`src/rtl/cdr_split_filter.sv`:
```
module cdr_split_filter #(
  parameter int ACC_W = 14,
  parameter int DSM_W = 11,
  parameter int GRP   = 4
) (
  input  logic             clk,
  input  logic             rst_n,
  input  logic             pd_early,
  input  logic             pd_late,
  output logic             prop_up,
  output logic             prop_dn,
  output logic             int_up,
  output logic             int_dn,
  output logic             int_valid,
  output logic [ACC_W-1:0] acc_out
);
  localparam int CW = $clog2(GRP);
  localparam int SW = $clog2(GRP) + 2;
  localparam int VW = DSM_W + 3;
  localparam int EW = DSM_W + 1;
  localparam logic signed [VW-1:0] LVL  = VW'(2 ** (DSM_W - 1));
  localparam logic signed [VW-1:0] HALF = VW'(2 ** (DSM_W - 2));

  logic signed [1:0]       dec, vote;
  logic [CW-1:0]           phase_q;
  logic signed [SW-1:0]    sum_q, tot;
  logic                    last;
  logic signed [ACC_W-1:0] acc_q, acc_nx;
  logic signed [ACC_W:0]   acc_sum;
  logic signed [EW-1:0]    e1_q, e2_q, e_c;
  logic signed [DSM_W-1:0] x;
  logic signed [VW-1:0]    v, e_raw;
  logic                    qp, qn;

  assign prop_up = pd_early & ~pd_late;
  assign prop_dn = pd_late & ~pd_early;
  assign dec     = prop_up ? 2'sd1 : (prop_dn ? -2'sd1 : 2'sd0);

  assign last = (phase_q == CW'(GRP - 1));
  assign tot  = sum_q + SW'(dec);
  assign vote = (tot > 0) ? 2'sd1 : ((tot < 0) ? -2'sd1 : 2'sd0);

  assign acc_sum = {acc_q[ACC_W-1], acc_q} + (ACC_W+1)'(vote);
  assign acc_nx  = (acc_sum[ACC_W] != acc_sum[ACC_W-1])
                 ? {acc_sum[ACC_W], {(ACC_W-1){~acc_sum[ACC_W]}}}
                 : acc_sum[ACC_W-1:0];

  assign x     = acc_q[ACC_W-1 -: DSM_W];
  assign v     = VW'(x) + (VW'(e1_q) <<< 1) - VW'(e2_q);
  assign qp    = (v >= HALF);
  assign qn    = (v < -HALF);
  assign e_raw = v - (qp ? LVL : (qn ? -LVL : '0));
  assign e_c   = (e_raw > LVL) ? EW'(LVL) : ((e_raw < -LVL) ? EW'(-LVL) : EW'(e_raw));

  always_ff @(posedge clk) begin
    if (!rst_n) begin
      phase_q   <= '0;
      sum_q     <= '0;
      acc_q     <= '0;
      e1_q      <= '0;
      e2_q      <= '0;
      int_up    <= 1'b0;
      int_dn    <= 1'b0;
      int_valid <= 1'b0;
    end else begin
      phase_q   <= last ? '0 : phase_q + 1'b1;
      sum_q     <= last ? '0 : tot;
      int_valid <= last;
      if (last) begin
        acc_q  <= acc_nx;
        int_up <= qp;
        int_dn <= qn;
        e1_q   <= e_c;
        e2_q   <= e1_q;
      end
    end
  end

  assign acc_out = acc_q;
endmodule

```
`config.mk`:
```
export PLATFORM = sky130hd
export DESIGN_NAME = cdr_split_filter
export DESIGN_NICKNAME = d
export VERILOG_FILES = /design/src/rtl/cdr_split_filter.sv
export SDC_FILE = /design/constraint.sdc
export NUM_CORES = 1
export LEC_CHECK = 0
export BUFFER_PORTS_ARGS = -buffer_cell sky130_fd_sc_hd__buf_2
export CORE_AREA = 2 2 102 104
export CTS_CLUSTER_DIAMETER = 60
export DETAILED_ROUTE_END_ITERATION = 8
export DIE_AREA = 0 0 104 106
export PLACE_DENSITY = 0.59
export SETUP_SLACK_MARGIN = 0.15
export SKIP_CTS_REPAIR_TIMING = 1
export SYNTH_ARGS = -nofsm -noshare
export SYNTH_HDL_FRONTEND = slang
export SYNTH_SLANG_ARGS = --single-unit
```
`constraint.sdc`:
```
create_clock -name clk -period 6.5 [get_ports clk]
set_clock_uncertainty 0.15 [all_clocks]
set_input_delay 1.95 -clock clk [delete_from_list [all_inputs] [get_ports clk]]
set_output_delay 1.95 -clock clk [all_outputs]
set_load 0.02 [all_outputs]
```
## Yosys cells after proc, flatten, opt, wreduce, memory -nomap -nowiden

Cells that the tools add are included.

| word-level totals | value |
|---|---|
| flip-flop bits (word level) | 47 |
| input bits | 4 |
| output and inout port bits | 19 |
| word-level logic and storage cells | 38 |

| operators by class | value |
|---|---|
| add/subtract/negate cells | 6 |
| order comparisons | 6 |
| equality and inequality tests | 2 |
| mux-type cells | 9 |
| bitwise gates (word level) | 6 |
| reductions and logical operators | 1 |

Operators with widths:

| cell | count |
|---|---|
| two-way mux 14 bit | 3 |
| two-way mux 12 bit | 2 |
| adder 14 x 2 -> 15 bit | 1 |
| adder 11 x 13 -> 14 bit | 1 |
| >= comparator 14 x 11 -> 1 bit (second input constant) | 1 |
| > comparator 14 x 12 -> 1 bit (second input constant) | 1 |
| < comparator 14 x 10 -> 1 bit (second input constant) | 1 |
| < comparator 14 x 11 -> 1 bit (second input constant) | 1 |
| subtractor 14 x 12 -> 14 bit | 1 |
| subtractor 14 bit | 1 |
| two-way mux 2 bit | 4 |
| adder 4 x 2 -> 4 bit | 1 |
| > comparator 4 x 1 -> 1 bit (second input constant) | 1 |
| < comparator 4 x 1 -> 1 bit (second input constant) | 1 |
| NOT 1 bit | 4 |
| adder 2 x 1 -> 2 bit (second input constant) | 1 |
| bitwise AND 1 bit | 2 |
| == test 2 bit (second input constant) | 1 |
| OR reduction 2 bit | 1 |
| inequality test 1 bit | 1 |

## Logic depth before layout (Yosys ltp)

| logic depth | value |
|---|---|
| word-level depth | 11 |
| mapped depth | 24 |
| mapped depth without buffers | 24 |

## Least setup slack after synthesis

No wires, ideal clock.

| timing path | value |
|---|---|
| kind | input port to flip-flop |
| from | input port pd_early |
| to | register acc_q[0] (netlist: acc_out[0]) |
| setup time | 0.122 ns |
| arrival time | 5.711 ns |
| data required time | 6.228 ns |
| path slack | 0.517 ns |
| cell stages on the path | 17 |
| buffers on the path | 1 |
| path through | inv_1 ha_1 ha_1 a21o_1 a21oi_1 xnor2_1 inv_1 ha_1 a21o_1 a21o_1 a2111oi_0 o31a_1 o211ai_1 xor2_1 and3_1 clkbuf_1 a221o_1 |

| on the way | value |
|---|---|
| cells in the longest elaborated chain, start to end | 11 |
| elaborated cells on any way between the ends | 14 |
| classes of those cells | add/sub: 2; order compare: 2; eq/ne: 1; mux: 5; bitwise: 4 |

Ends and longest elaborated chain:

| element | RTL line | source |
|---|---|---|
| start, declared | 8 | `input logic pd_early,` |
| NOT 1 bit (*) | 36 | `assign prop_dn = pd_late & ~pd_early;` |
| bitwise AND 1 bit (*) | 36 |  |
| named net prop_dn | 11 | `output logic prop_dn,` |
| two-way mux 2 bit (*) (2 in series) | 37 | `assign dec = prop_up ? 2'sd1 : (prop_dn ? -2'sd1 : 2'sd0);` |
| adder 4 x 2 -> 4 bit (*) | 40 | `assign tot = sum_q + SW'(dec);` |
| named net tot[3] | 26 | `logic signed [SW-1:0] sum_q, tot;` |
| < comparator 4 x 1 -> 1 bit | 41 | `assign vote = (tot > 0) ? 2'sd1 : ((tot < 0) ? -2'sd1 : 2'sd0);` |
| two-way mux 2 bit | 41 |  |
| two-way mux 2 bit (*) | 41 |  |
| adder 14 x 2 -> 15 bit (*) | 43 | `assign acc_sum = {acc_q[ACC_W-1], acc_q} + (ACC_W+1)'(vote);` |
| inequality test 1 bit / NOT 1 bit (equally long branches) | 44, 45 |  |
| two-way mux 14 bit (*) | 45 | `? {acc_sum[ACC_W], {(ACC_W-1){~acc_sum[ACC_W]}}}` |
| end signal, assigned | 70 | `acc_q <= acc_nx;` |
| end, declared | 28 | `logic signed [ACC_W-1:0] acc_q, acc_nx;` |

Mark *: on every way through the listed nets, which the timed path passes. The rest lies on a longest branch.
A chain may end at the register's enable or synchronous reset.

## Final worst setup path

| timing path | value |
|---|---|
| from | input port pd_early |
| to | register acc_q[4] (netlist: acc_out[4]) |

| on the way | value |
|---|---|
| cells in the longest elaborated chain, start to end | 11 |
| elaborated cells on any way between the ends | 14 |
| classes of those cells | add/sub: 2; order compare: 2; eq/ne: 1; mux: 5; bitwise: 4 |

Ends and longest elaborated chain:

| element | RTL line |
|---|---|
| NOT 1 bit | 36 |
| bitwise AND 1 bit | 36 |
| two-way mux 2 bit | 37 |
| two-way mux 2 bit (*) | 37 |
| adder 4 x 2 -> 4 bit (*) | 40 |
| named net tot[3] | 26 |
| < comparator 4 x 1 -> 1 bit | 41 |
| two-way mux 2 bit | 41 |
| two-way mux 2 bit (*) | 41 |
| adder 14 x 2 -> 15 bit (*) | 43 |
| inequality test 1 bit / NOT 1 bit (equally long branches) | 44, 45 |
| two-way mux 14 bit (*) | 45 |

Marked as above.

==> results.py <==
metrics = {
    "clock_network": {
        "clk_latency_ns": 0.31,
        "cts_buffer_depth": 2,
        "htreeDepth": 2,
        "root_buffer": "clkbuf_8",
        "cts_tree": "built",
        "numCtsBuffers": 5,
        "cts.sinks": 47,
        "clk_pin_slew_ns": 0.09,
    },
    "cells_and_area": {
        "final_common_cell": "inv_1",
        "areaGrowthSynthToFinish_pct": 8.590,
        "layoutNonFillerInstCount": 599,
        "fin_nets": 518,
        "final_cell_mix": "66 x inv_1, 47 x dfxtp_1, 36 x ha_1",
        "antenna_cells": 0,
        "drive_gt1_share_pct": 10.37,
    },
    "setup_path": {
        "cp_max_fo": 12,
        "crit_family": "compound AO/OA/AOI/OAI gates",
        "crit_buf_inv": 4,
        "slowest_delay_ns": 0.58,
        "end_kind": "flop",
        "crit_path_frequent_cell": "ha_1",
        "cpMaxStageDelayCell": "a2111oi_0",
        "cp-start-kind": "primary input",
        "crit_arrival_ns": 5.91,
        "critical_path_class": "in -> reg",
        "critical_path_required_ns": 6.55,
        "path_cells": "buf_2 -> inv_1 -> ha_1 -> ha_1 -> a21o_1 -> a21oi_1 -> xnor2_1 -> inv_1 -> buf_4 -> ha_1 -> a21o_1 -> a2111oi_0 -> o31a_1 -> o211ai_1 -> o21a_1 -> a21boi_1 -> a221o_1",
    },
    "sta": {
        "max_slew_margin_pct": 27.84,
        "fin_tns_setup_ns": 0,
        "worst_slack_ns": 0.6392,
        "hold_viol_final": 0,
        "rsz0062_at_grt": "false",
        "fmax_mhz": 170.6,
        "report.final.slew_viol_count": 0,
        "worstMarginPinSlew_ns": 1.082,
        "finalCritPeriodShare_pct": 90.17,
        "fin_crit_ns": 5.861,
        "setup_violations": 0,
    },
    "route": {
        "vias_per_cell": 5.232,
        "drc": 0,
        "drtIter0Drc": 63,
        "wirelength_mm": 8.774,
        "wl_met3_um": 194,
        "met1_length_mm": 4.148,
        "ant_nets": 0,
        "drt_first_pass_iters": 4,
        "num_vias": 3134,
        "avgRoutedWirePerCell_um": 14.65,
        "top_layer_used": "met4",
        "wl_met2_mm": 4.254,
    },
    "die": {
        "rows": 37,
        "io_pins": 23,
        "start_util_pct": 38.60,
        "fp.dieH_um": 106,
        "fp.coreArea_um2": 10000,
        "die_w_um": 104,
        "die-area_um2": 11020,
    },
    "synthesis": {
        "synth_edf_count": 0,
        "seq_area_frac_synth_pct": 24.38,
        "ys.flop_type": "dfxtp_1",
        "yosys.area.top_type": "dfxtp_1",
        "yosys_warnings": 0,
        "synthArstFlopShare_pct": 0,
        "netlist.area_leader.share_pct": 24.38,
        "synth.distinct_cells": 63,
        "syn_area_um2": 3860,
        "synth_nets": 501,
        "avgSynthCellArea_um2": 8.674,
        "synth-seq-cells": 47,
        "synth_cells": 445,
        "synthTopCellsByArea": "dfxtp_1 24%, ha_1 12%, fa_1 8.3%, inv_1 6.4%, mux2i_1 3.6%",
    },
    "flow_run": {
        "drv_cap": 0,
    },
    "hold_path": {
        "hp-class": "reg -> reg",
    },
    "placed_design": {
        "pre_cts_slack_ns": 0.2576,
        "dp.final_hpwl_mm": 6.937,
        "place.gp.congestion": 0.8594,
        "placed_cells": 591,
        "io_buffers": 22,
    },
    "global_route": {
        "first_global_vias": 3071,
        "antenna_found_initial": 0,
        "grt_max_degree": 21,
        "gr-total-overflow": 0,
        "grt_first_pass_wirelength_mm": 14.77,
        "gr-usage-all-layers_pct": 16.41,
    },
    "outcome": {
        "outcome": "finished, final reports clean",
    },
}
==> logic make-up (layout without fill, tap and decap cells) <==
kind of cell             count (synthesis)  after routing  share of synthesized area [%]
AND/OR/NAND/NOR                        119            119                          17.28
flip-flops                              47             47                          24.38
XOR/XNOR                                24             24                          5.446
multiplexers                            14             14                          3.630
adder cells (fa/ha/maj)                 53             53                          20.23
AO/OA/AOI/OAI                          107            107                          20.97
buffers and inverters                   81             99                          8.071
==> synth_stat cells (all sizes together), types with 3 or more instances <==
library cell / number
or2: 4
or3: 3
o22ai: 3
inv: 66
a41oi: 3
nor2b: 22
dfxtp: 47
nand2: 20
a221o: 13
a31oi: 5
nand4: 3
nand2b: 4
nand4b: 3
o21ai: 16
o21a: 9
a21o: 9
and2: 6
clkbuf: 12
xor2: 11
nor2: 27
ha: 36
o211ai: 3
o21bai: 3
mux2i: 14
fa: 16
a21oi: 23
nor3: 5
nand3: 10
xnor2: 13
==> routing by layer <==
| layer | up-vias | GRT usage, % |
|---|---|---|
| li1 | 1588 | - |
| met1 | 1497 | 20.53 |
| met2 | 37 | 29.28 |
| met3 | 12 | 2.085 |
| met4 | 0 | 5.405 |
| met5 | - | 0 |
==> area by class of cell <==
| type | instances | area (um^2) |
|---|---|---|
| sequential | 47 | 940.9 |
| inverter | 67 | 251.5 |
| clock inverter | 2 | 13.76 |
| timing repair buffer | 24 | 125.1 |
| tap | 136 | 170.2 |
| multi-input combinational | 317 | 2608 |
| clock buffer | 6 | 82.58 |
| fill | 1037 | 5808 |
==> worst paths after layout <==
check | from | to | slack (ns) | cells past startpoint
max reg2reg | acc_out[5] | e1_q[4] | 1.01 | 21
min | phase_q[0] | phase_q[0] | 0.28 | 1
max | pd_early | acc_out[4] | 0.64 | 17
min reg2reg | phase_q[0] | phase_q[0] | 0.28 | 1
==> through the flow <==
step	utilization (%)	area [um^2]	hold slack, ns
5_1_grt	41.92	4192	0.2973
2_1_floorplan	-	3860	0.2492
6_report	41.92	4192	0.2766
3_5_place_dp	40.95	4095	0.2637
4_1_cts	41.92	4192	0.2792
3_3_place_gp	40.95	4095	0.2594
==> sequential cells by signal, summed over array words and instances, names as in the netlist <==
name / count
e2_q: 12
int_dn: 1
int_valid: 1
e1_q: 12
sum_q: 4
acc_out: 14
int_up: 1
phase_q: 2
Power is not shown: default switching activity piles up to over one toggle a cycle in this logic, so the estimate is an artifact.
